===== config.mk =====
export PLATFORM = sky130hd
export DESIGN_NAME = sbq_unit
export DESIGN_NICKNAME = d
export VERILOG_FILES = /design/src/rtl/sbq_pkg.sv /design/src/rtl/sbq_scan.sv /design/src/rtl/sbq_quad.sv /design/src/rtl/sbq_median.sv /design/src/rtl/sbq_unit.sv
export SDC_FILE = /design/constraint.sdc
export NUM_CORES = 1
export LEC_CHECK = 0
export BUFFER_PORTS_ARGS = -buffer_cell sky130_fd_sc_hd__buf_2
export CELL_PAD_IN_SITES_DETAIL_PLACEMENT = 0
export CELL_PAD_IN_SITES_GLOBAL_PLACEMENT = 2
export CORE_AREA = 5 5 245 247
export CTS_BUF_LIST = sky130_fd_sc_hd__clkbuf_8 sky130_fd_sc_hd__clkbuf_16
export DETAILED_ROUTE_END_ITERATION = 10
export DIE_AREA = 0 0 250 252
export PLACE_DENSITY = 0.81
export SYNTH_ARGS = -nofsm -noshare
export SYNTH_HDL_FRONTEND = slang
export SYNTH_SLANG_ARGS = --single-unit

===== constraint.sdc =====
create_clock -name clk -period 8.4 [get_ports clk]
set_input_delay 0 -clock clk [delete_from_list [all_inputs] [get_ports clk]]
set_output_delay 0 -clock clk [all_outputs]
set_load 0.02 [all_outputs]

===== src/rtl/sbq_pkg.sv =====
// Shared opcode encoding for the scalar bit-scan and quad-mask unit.
// Assumes a 4-bit opcode; bit 3 set with bits 2:1 clear marks a median.
package sbq_pkg;
    typedef enum logic [3:0] {
        OP_GRP_EXPAND = 4'h0,
        OP_GRP_PACK   = 4'h1,
        OP_ZERO_COUNT = 4'h2,
        OP_LOW_CLEAR  = 4'h3,
        OP_LOW_SET    = 4'h4,
        OP_HIGH_SET   = 4'h5,
        OP_SIGN_RUN   = 4'h6,
        OP_MED_UNS    = 4'h8,
        OP_MED_SGN    = 4'h9
    } sbq_op_e;
endpackage


===== src/rtl/sbq_scan.sv =====
// Bit counting and scanning over a W-bit operand, or its low NW bits.
// Assumes the caller sign-extends narrow results; every "not found" case
// is returned as all ones (-1). Purely combinational.
module sbq_scan #(
    parameter int W  = 64,
    parameter int NW = 32
) (
    input  logic [W-1:0] a_i,
    input  logic         wide_i,
    output logic [W-1:0] zcnt_o,
    output logic [W-1:0] low_clear_o,
    output logic [W-1:0] low_set_o,
    output logic [W-1:0] high_set_o,
    output logic [W-1:0] sign_run_o
);
    localparam int CW = $clog2(W) + 1;

    logic [W-1:0]  live, ones, zeros, run_src;
    logic [CW-1:0] wcnt, pop, lo1, lo0, hi1, hir;
    logic          f1, f0, fh, fr, sgn;

    // Operand views restricted to the active width
    always_comb begin
        live    = wide_i ? '1 : {{(W-NW){1'b0}}, {NW{1'b1}}};
        ones    = a_i & live;
        zeros   = ~a_i & live;
        sgn     = wide_i ? a_i[W-1] : a_i[NW-1];
        run_src = sgn ? zeros : ones;
        wcnt    = wide_i ? CW'(W) : CW'(NW);
    end

    // Population count and the four priority searches
    always_comb begin
        pop = '0;
        lo1 = '0; f1 = 1'b0;
        lo0 = '0; f0 = 1'b0;
        hi1 = '0; fh = 1'b0;
        hir = '0; fr = 1'b0;
        for (int i = W - 1; i >= 0; i--) begin
            pop = pop + CW'(ones[i]);
            if (ones[i])  begin lo1 = CW'(i); f1 = 1'b1; end
            if (zeros[i]) begin lo0 = CW'(i); f0 = 1'b1; end
        end
        for (int i = 0; i < W; i++) begin
            if (ones[i])    begin hi1 = CW'(i); fh = 1'b1; end
            if (run_src[i]) begin hir = CW'(i); fr = 1'b1; end
        end
    end

    // Result formatting with -1 for empty searches
    always_comb begin
        zcnt_o      = {{(W-CW){1'b0}}, wcnt - pop};
        low_set_o   = f1 ? {{(W-CW){1'b0}}, lo1} : '1;
        low_clear_o = f0 ? {{(W-CW){1'b0}}, lo0} : '1;
        high_set_o  = fh ? {{(W-CW){1'b0}}, wcnt - CW'(1) - hi1} : '1;
        sign_run_o  = fr ? {{(W-CW){1'b0}}, wcnt - CW'(1) - hir} : '1;
    end
endmodule


===== src/rtl/sbq_quad.sv =====
// Group-of-Q mask expansion and packing. Assumes W is a multiple of Q
// and that unused upper operand bits are already cleared by the caller.
module sbq_quad #(
    parameter int W = 64,
    parameter int Q = 4
) (
    input  logic [W-1:0] a_i,
    output logic [W-1:0] expand_o,
    output logic [W-1:0] pack_o
);
    localparam int NG = W / Q;

    logic [NG-1:0] any_set;

    // One OR-reduction per group drives both results
    for (genvar g = 0; g < NG; g++) begin : g_grp
        assign any_set[g]          = |a_i[g*Q +: Q];
        assign expand_o[g*Q +: Q]  = {Q{any_set[g]}};
    end

    // Packed flags sit in the low bits, the rest is clear
    assign pack_o = {{(W-NG){1'b0}}, any_set};
endmodule


===== src/rtl/sbq_median.sv =====
// Median of three, signed or unsigned. Narrow operands are extended
// from bit NW-1 according to the signedness, so one W-bit comparator
// serves both widths. Purely combinational.
module sbq_median #(
    parameter int W  = 64,
    parameter int NW = 32
) (
    input  logic [W-1:0] a_i,
    input  logic [W-1:0] b_i,
    input  logic [W-1:0] c_i,
    input  logic         wide_i,
    input  logic         signed_i,
    output logic [W-1:0] med_o
);
    logic [W-1:0] xa, xb, xc, lo_ab, hi_ab, lo_hc;

    function automatic logic [W-1:0] extend(input logic [W-1:0] v,
                                            input logic wide, input logic sg);
        if (wide) return v;
        return {{(W-NW){sg & v[NW-1]}}, v[NW-1:0]};
    endfunction

    // Signed compare done as unsigned with the top bit flipped
    function automatic logic less(input logic [W-1:0] x, input logic [W-1:0] y,
                                  input logic sg);
        return {x[W-1] ^ sg, x[W-2:0]} < {y[W-1] ^ sg, y[W-2:0]};
    endfunction

    // Extension, then max(min(a,b), min(max(a,b),c))
    always_comb begin
        xa    = extend(a_i, wide_i, signed_i);
        xb    = extend(b_i, wide_i, signed_i);
        xc    = extend(c_i, wide_i, signed_i);
        lo_ab = less(xa, xb, signed_i) ? xa : xb;
        hi_ab = less(xa, xb, signed_i) ? xb : xa;
        lo_hc = less(hi_ab, xc, signed_i) ? hi_ab : xc;
        med_o = less(lo_ab, lo_hc, signed_i) ? lo_hc : lo_ab;
    end
endmodule


===== src/rtl/sbq_unit.sv =====
// Scalar bit-scan and quad-mask unit: selects one of the scan, mask or
// median results by opcode, narrows it to a sign-extended 32-bit value
// when wide_i is low, and registers it. Assumes one operation per cycle.
module sbq_unit
    import sbq_pkg::*;
#(
    parameter int W      = 64,
    parameter int NW     = 32,
    parameter int QUAD_W = 4
) (
    input  logic         clk,
    input  logic         rst_n,
    input  logic [3:0]   op_i,
    input  logic         wide_i,
    input  logic [W-1:0] a_i,
    input  logic [W-1:0] b_i,
    input  logic [W-1:0] c_i,
    output logic [W-1:0] res_o
);
    localparam int NG = W / QUAD_W;

    logic [W-1:0] a_live, zcnt, lclr, lset, hset, srun, qexp, qpack, med;
    logic [W-1:0] sel, narrowed;
    sbq_op_e      op;

    assign op     = sbq_op_e'(op_i);
    assign a_live = wide_i ? a_i : {{(W-NW){1'b0}}, a_i[NW-1:0]};

    sbq_scan #(.W(W), .NW(NW)) u_scan (
        .a_i(a_i), .wide_i(wide_i), .zcnt_o(zcnt), .low_clear_o(lclr),
        .low_set_o(lset), .high_set_o(hset), .sign_run_o(srun)
    );

    sbq_quad #(.W(W), .Q(QUAD_W)) u_quad (
        .a_i(a_live), .expand_o(qexp), .pack_o(qpack)
    );

    sbq_median #(.W(W), .NW(NW)) u_med (
        .a_i(a_i), .b_i(b_i), .c_i(c_i), .wide_i(wide_i),
        .signed_i(op_i[0]), .med_o(med)
    );

    // Opcode selection of the result
    always_comb begin
        case (op)
            OP_GRP_EXPAND: sel = qexp;
            OP_GRP_PACK:   sel = qpack;
            OP_ZERO_COUNT: sel = zcnt;
            OP_LOW_CLEAR:  sel = lclr;
            OP_LOW_SET:    sel = lset;
            OP_HIGH_SET:   sel = hset;
            OP_SIGN_RUN:   sel = srun;
            OP_MED_UNS,
            OP_MED_SGN:    sel = med;
            default:       sel = '0;
        endcase
    end

    // Narrow-mode sign extension from bit NW-1
    assign narrowed = wide_i ? sel : {{(W-NW){sel[NW-1]}}, sel[NW-1:0]};

    // Result register with synchronous active-low reset
    always_ff @(posedge clk) begin
        if (!rst_n) res_o <= '0;
        else        res_o <= narrowed;
    end


    reset_clear_chk: assert property (@(posedge clk) !rst_n |=> res_o == '0);


    narrow_sext_chk: assert property (@(posedge clk) disable iff (!rst_n)
        !wide_i |=> res_o[W-1:NW] == {(W-NW){res_o[NW-1]}});


    pack_upper_clear_chk: assert property (@(posedge clk) disable iff (!rst_n)
        (op_i == 4'h1) && wide_i |=> res_o[W-1:NG] == '0);


    median_member_chk: assert property (@(posedge clk) disable iff (!rst_n)
        (op_i[3:1] == 3'b100) && wide_i |=>
        (res_o == $past(a_i)) || (res_o == $past(b_i)) || (res_o == $past(c_i)));


    scan_range_chk: assert property (@(posedge clk) disable iff (!rst_n)
        (op_i >= 4'h3) && (op_i <= 4'h6) |=>
        ($signed(res_o) >= -1) && ($signed(res_o) < W));


    zero_count_range_chk: assert property (@(posedge clk) disable iff (!rst_n)
        (op_i == 4'h2) |=> res_o <= W);
endmodule


==> reports/results.tsv, run 1 <==
stage	metric	value	unit
run_status	status	completed	
worst_setup_path	max_stage_delay	0.50	ns
sta	slew_headroom	0.08514	
power	ir_drop	0.002387	V
sta	layout_min_cycle_time	8.157	ns
cells_and_area	largest-register	res_o	
logic_synthesis	yosys_warnings	0	
logic_synthesis	yosysSeqAreaShare	0.07532	
worst_setup_path	end_kind	flop	
worst_setup_path	cp.required	8.59	ns
flow_run	max_cap_viol_count	0	
logic_synthesis	async_flop_share	0	
clock_network	clkTransAtPathRegs	0.06	ns
clock_network	cts_buffers	9	
power	sw_frac_of_total	0.5128	
sta	finalSetupViolCount	0	
power	power_frac_seq	0.054	
sta	fin_ws	0.2427	ns
logic_synthesis	ys.flop_type	dfxtp_1	
cells_and_area	reg.largest.list	res_o (64)	
die	die_height	252	um
logic_synthesis	synth_cells	2478	
cells_and_area	drive_gt1_frac	0.2738	
clock_network	cts_max_level	3	
drt	drt_pre_antenna_iters	6	
global_route	grt_overflow	0	
clock_network	cts_max_path_buffers	2	
worst_setup_path	worstSetupPathType	input port to flop	
sta	fmax	0.1226	GHz
cells_and_area	fillCellCount	6071	
cells_and_area	final_common_cell	buf_4	
die	io_pins	263	
cells_and_area	multiInputGateArea	14500	um^2
logic_synthesis	synthesis.area	17010	um^2
clock_network	root_buffer	clkbuf_16	
logic_synthesis	ys_ff_latch	64	
power	p_comb_frac	0.881	
power	total_power	6.341	mW
global_route	grt_max_degree	61	
cells_and_area	stdcell_count	3783	
drt	drt_first_iter_violations	2321	
worst_setup_path	crit_slowest_cell	or4_4	
power	p_leak	11.59	nW
drt	wl_per_cell	23.86	um
die	core_area	57370	um^2
place	place.detailed.hpwl	75390	um
global_route	antenna_found_initial	2	
place	dp_slack	-0.5363	ns
sta	fin_crit_sh	0.9711	
worst_setup_path	critical_path.max_fanout	26	
logic_synthesis	syn_avg_cell_area	6.864	um^2
hold_path	hold_path_class	input port to flop	
sta	hold_violations	0	
cells_and_area	fin_util	0.3998	
cells_and_area	ff_latch_area	1281	um^2
power	power_density	276.5	nW/um^2
clock_network	cts_tree	built	
drt	vias	21334	
worst_setup_path	start_kind	input port	
logic_synthesis	synthDistinctLibCells	80	
power	netSwitchingPower	3.252	mW
sta	slew_viol_final	0	
sta	tightestPinTransition	1.338	ns
drt	via_per_inst	5.639	
logic_synthesis	syn_nets	3000	
global_route	grt_pass1_wl	130200	um
die	die_area	63000	um^2
drt	drc	0	
die	initial_core_util	0.2965	
cells_and_area	mostFrequentLayoutCells	buf_4 (390), nand2_1 (273), ha_1 (261)	
global_route	first_global_vias	20469	
die	die-width	250	um
drt	drtAntennaViolNets	0	
logic_synthesis	synth-edff-count	0	
cells_and_area	final_nets	3534	
place	place_inst	3734	
drt	drt_wl_total	90270	um
place	place.gp.congestion	0.9998	
cells_and_area	largest_reg_flops	64	
global_route	track_usage	0.2662	
power	clockPowerShare	0.065	
cells_and_area	area_growth	34.84	%
place	io_buffers	262	
die	rows	88	
power	internal_power	3.089	mW
clock_network	cts-hold-fix-buffers	0	
worst_setup_path	cp.arrival	8.35	ns
worst_setup_path	crit_top_cell	buf_4	
sta	holdWs	0.05906	ns
clock_network	cts_sinks	64	
-- per-stage QoR --
stage	area, um^2	TNS (ns)
CTS	22100	0
detailed placement	21750	-30.45
global route	22940	-1.098
floorplan	17040	0
finish	22940	0
global placement	21750	-26.97
-- Yosys cell counts, drive strengths merged (12+ instances only) --
| cell | instances | area share |
|---|---|---|
| nand2 | 292 | 0.064 |
| o21ai | 277 | 0.082 |
| ha | 268 | 0.20 |
| inv | 261 | 0.058 |
| a21oi | 172 | 0.051 |
| nor2 | 170 | 0.038 |
| clkbuf | 122 | 0.027 |
| nand4 | 67 | 0.025 |
| dfxtp | 64 | 0.075 |
| nand3 | 58 | 0.018 |
| fa | 55 | 0.065 |
| mux2i | 55 | 0.032 |
| a21o | 54 | 0.024 |
| o21a | 46 | 0.020 |
| buf | 42 | 0.012 |
| nor3 | 42 | 0.012 |
| o211ai | 37 | 0.016 |
| mux2 | 32 | 0.021 |
| a211oi | 28 | 0.012 |
| nor4 | 26 | 0.0096 |
| a31oi | 24 | 0.0088 |
| o22ai | 23 | 0.0085 |
| and2 | 20 | 0.0074 |
| nor2b | 14 | 0.0051 |
| o311ai | 13 | 0.0067 |
| o31ai | 13 | 0.0060 |
| a2111oi | 12 | 0.0062 |
| nand2b | 12 | 0.0044 |
| or2 | 12 | 0.0044 |
| or4 | 12 | 0.0055 |
-- power groups by stage --
| stage | logic, mW | clock network [mW] | registers [mW] |
|---|---|---|---|
| 2_1_floorplan | 3.43 | 0 | 0.381 |
| 3_3_place_gp | 5.27 | 0 | 0.350 |
| 3_5_place_dp | 5.38 | 0 | 0.351 |
| 6_report | 5.58 | 0.414 | 0.343 |
| 4_1_cts | 5.44 | 0.425 | 0.344 |
| 5_1_grt | 6.27 | 0.438 | 0.345 |
-- what timing repair did --
item / CTS / global route
pin swaps: 3 / 44
resized for setup: 3 / 111
cloned: 1 / 12
setup buffers: 3 / 16
setup endpoints to repair: 63 / 64
hold endpoints to repair: 0 / 0
-- per-layer routing --
layer  vias to the layer above  global-route usage  routed length, um
met4                         2             0.06440               2473
met5                         -                   0                 13
met3                        99             0.04453               7835
li1                      10014                   -                  -
met2                       994              0.4132              39110
met1                     10225              0.3860              40840
-- final cells by class --
cell class | count | share of cell area
diodes | 1 | 0.0001091
flip-flops and latches | 64 | 0.05586
inverters | 263 | 0.04337
multi-input cells | 1989 | 0.6322
clock buffers | 9 | 0.009819
repair buffers | 685 | 0.2135
clock inverters | 7 | 0.003491
well taps | 765 | 0.04173
-- worst max-delay path, delay by kind of cell --
| kind | cells | cell delay (ns) |
|---|---|---|
| AO/OA/AOI/OAI | 13 | 2.56 |
| adder cells (fa/ha/maj) | 3 | 0.74 |
| buffers and inverters | 11 | 1.79 |
| multiplexers | 1 | 0.30 |
| AND/OR/NAND/NOR | 13 | 2.91 |
-- worst paths after layout --
kind	startpoint	cells after the start	end
setup / recovery	wide_i	41	res_o[40]
hold / removal	rst_n	3	res_o[31]
-- cells by family after synthesis --
| family | Yosys count | synth area share |
|---|---|---|
| compound gates | 809 | 0.2991 |
| xor+xnor | 9 | 0.004634 |
| fa+ha+maj | 323 | 0.2619 |
| buf+inv | 427 | 0.09739 |
| flops | 64 | 0.07532 |
| mux | 87 | 0.05355 |
| simple gates | 759 | 0.2082 |
(Power assumes the default switching activity.)
==> run 2: changes to the inputs <==
--- a/config.mk
+++ b/config.mk
@@ -6,13 +6,13 @@
 export NUM_CORES = 1
 export LEC_CHECK = 0
 export BUFFER_PORTS_ARGS = -buffer_cell sky130_fd_sc_hd__buf_2
-export CELL_PAD_IN_SITES_DETAIL_PLACEMENT = 0
-export CELL_PAD_IN_SITES_GLOBAL_PLACEMENT = 2
-export CORE_AREA = 5 5 245 247
+export CELL_PAD_IN_SITES_DETAIL_PLACEMENT = 1
+export CELL_PAD_IN_SITES_GLOBAL_PLACEMENT = 1
+export CORE_AREA = 5 5 215 217
 export CTS_BUF_LIST = sky130_fd_sc_hd__clkbuf_8 sky130_fd_sc_hd__clkbuf_16
 export DETAILED_ROUTE_END_ITERATION = 10
-export DIE_AREA = 0 0 250 252
-export PLACE_DENSITY = 0.81
+export DIE_AREA = 0 0 220 222
+export PLACE_DENSITY = 0.82
 export SYNTH_ARGS = -nofsm -noshare
 export SYNTH_HDL_FRONTEND = slang
 export SYNTH_SLANG_ARGS = --single-unit
==> run 2 against run 1 <==
The run now ends with negative setup slack left. Sequential share of layout area fell by 0.052 points. Die area decreased by 22%. Sequential power is essentially flat. Largest cell class unchanged. Critical path type unchanged.
==> reports/results.tsv, run 2 (synthesis results as in run 1) <==
stage	metric	value	unit	change
drt	vias	22764		was 21.33k
sta	slew_headroom	0.1201		was 0.08514
cells_and_area	fin_util	0.5270		was 0.3998
cells_and_area	area_growth	36.11	%	was 34.84%
worst_setup_path	crit_buf_inv	15		was 11
power	sw_frac_of_total	0.5151		was 0.5128
worst_setup_path	worst_path_dominant_cell_family	compound AO/OA/AOI/OAI gates		was simple AND/OR/NAND/NOR gates
cells_and_area	final_nets	3525		was 3,534
power	clockPowerShare	0.067		was 0.065
clock_network	cts_buffers	9		unchanged
power	p_comb_frac	0.883		was 0.881
global_route	first_global_vias	22491		was 20.47k
drt	drc	0		unchanged
sta	fmax	0.1157	GHz	was 0.1226 GHz
clock_network	cts_tree	built		unchanged
place	dpl_cell_area	21400	um^2	was 21,750 um^2
drt	drt_pre_antenna_iters	5		was 6
worst_setup_path	crit_slowest_cell	o31ai_4		was or4_4
worst_setup_path	max_stage_delay	0.52	ns	was 0.50 ns
global_route	antenna_found_initial	7		was 2
worst_setup_path	start_kind	input port		unchanged
drt	drtAntennaViolNets	0		unchanged
sta	fin_crit_sh	1.029		was 0.9711
power	p_leak	11.70	nW	was 11.59 nW
die	initial_core_util	0.3872		was 0.2965
sta	hold_violations	0		unchanged
global_route	grt_pass1_wl	135900	um	was 130,200 um
die	rows	77		was 88
power	power_frac_seq	0.051		was 0.054
sta	finalSetupViolCount	63		was 0
run_status	violations	negative setup slack		
clock_network	clkTransAtPathRegs	0.06	ns	about the same
run_status	status	finished, violations left		was completed
sta	layout_min_cycle_time	8.646	ns	was 8.157 ns
sta	tightestPinTransition	1.306	ns	was 1.338 ns
place	place.gp.congestion	1.066		was 0.9998
clock_network	root_buffer	clkbuf_16		unchanged
cells_and_area	drive_gt1_frac	0.2862		was 0.2738
drt	wl_per_cell	27.22	um	was 23.86 um
place	place.detailed.hpwl	77260	um	was 75,390 um
cells_and_area	fillCellCount	5633		was 6,071
cells_and_area	postLayoutCellArea	23150	um^2	was 22,940 um^2
worst_setup_path	end_kind	flop		unchanged
worst_setup_path	critical_path.max_fanout	13		was 26
power	ir_drop	0.001550	V	was 0.002387 V
worst_setup_path	crit_top_cell	buf_4		unchanged
worst_setup_path	cp.required	8.65	ns	was 8.59 ns
place	io_buffers	262		unchanged
global_route	grt_max_degree	45		was 61
die	die-width	220	um	was 250 um
cells_and_area	reg.largest.list	res_o (64)		unchanged
cells_and_area	multiInputGateArea	14780	um^2	was 14,500 um^2
power	power_density	294.5	nW/um^2	was 276.5 nW/um^2
die	die_height	222	um	was 252 um
place	dp_slack	-1.046	ns	was -0.5363 ns
drt	via_per_inst	6.320		was 5.639
cells_and_area	ff_latch_area	1281	um^2	unchanged
cells_and_area	mostFrequentLayoutCells	buf_4 (369), nand2_1 (273), buf_2 (259)		was buf_4 (390), nand2_1 (273), ha_1 (261)
worst_setup_path	worstSetupPathType	input port to flop		unchanged
worst_setup_path	cp.arrival	8.89	ns	was 8.35 ns
die	io_pins	263		unchanged
sta	slew_viol_final	0		unchanged
clock_network	cts_max_level	3		unchanged
global_route	grt_overflow	0		unchanged
clock_network	cts_max_path_buffers	2		unchanged
drt	drt_first_iter_violations	2102		was 2,321
die	core_area	43930	um^2	was 57,370 um^2
clock_network	cts_sinks	64		unchanged
power	internal_power	3.306	mW	was 3.089 mW
hold_path	hold_path_class	input port to flop		unchanged
cells_and_area	largest_reg_flops	64		unchanged
power	netSwitchingPower	3.512	mW	was 3.252 mW
flow_run	max_cap_viol_count	0		unchanged
place	place_inst	3540		was 3,734
global_route	track_usage	0.3597		was 0.2662
sta	fin_ws	-0.2460	ns	was 0.2427 ns
cells_and_area	largest-register	res_o		unchanged
drt	drt_wl_total	98030	um	was 90,270 um
cells_and_area	final_common_cell	buf_4		unchanged
cells_and_area	stdcell_count	3602		was 3,783
die	die_area	48840	um^2	was 63,000 um^2
run 2: final timing paths:
check | start | endpoint | slack (ns) | cells after the start
min | c_i[24] | res_o[24] | 0.19 | 4
max | wide_i | res_o[37] | -0.25 | 45
run 2: power groups by stage:
stage	clock, mW	sequential [mW]	combinational (mW)
2_1_floorplan	0	0.381	3.43
3_3_place_gp	0	0.350	5.14
3_5_place_dp	0	0.351	5.49
4_1_cts	0.454	0.344	5.65
5_1_grt	0.465	0.346	6.55
6_report	0.454	0.345	6.02
run 2: final cells by class:
| cell class | count | share of cell area |
|---|---|---|
| Antenna cell | 2 | 0.0002162 |
| Inverter | 263 | 0.04318 |
| Sequential cell | 64 | 0.05534 |
| Timing Repair Buffer | 676 | 0.2169 |
| Tap cell | 592 | 0.03199 |
| Multi-Input combinational cell | 1989 | 0.6382 |
| Clock buffer | 9 | 0.009728 |
| Clock inverter | 7 | 0.004431 |
run 2: routing by layer:
layer  global-route usage  wire length (um)  vias to the layer above
met5                    0                57                        -
met4               0.1228              4910                       10
met3              0.06691              8865                      335
met2               0.5720             44060                     1259
met1               0.4886             40140                    11136
li1                     -                 -                    10024
run 2: what timing repair did:
action,4_1_cts,5_1_grt
hold buffers,1,0
cloned,5,12
endpoints found under the setup margin,64,64
pin swaps,17,53
setup buffers,8,19
endpoints found under the hold margin,1,0
gates resized for setup,49,144
run 2: metrics by stage:
step / hold WS (ns) / total power [mW] / setup TNS, ns
after floorplan: 0.1543 / 3.809 / 0
after global routing: 0.1977 / 7.366 / -16.67
after detailed placement: 0.3863 / 5.843 / -60.63
final: 0.1864 / 6.818 / -7.922
after CTS: 0.1862 / 6.448 / 0
after global placement: 0.3906 / 5.488 / -52.87
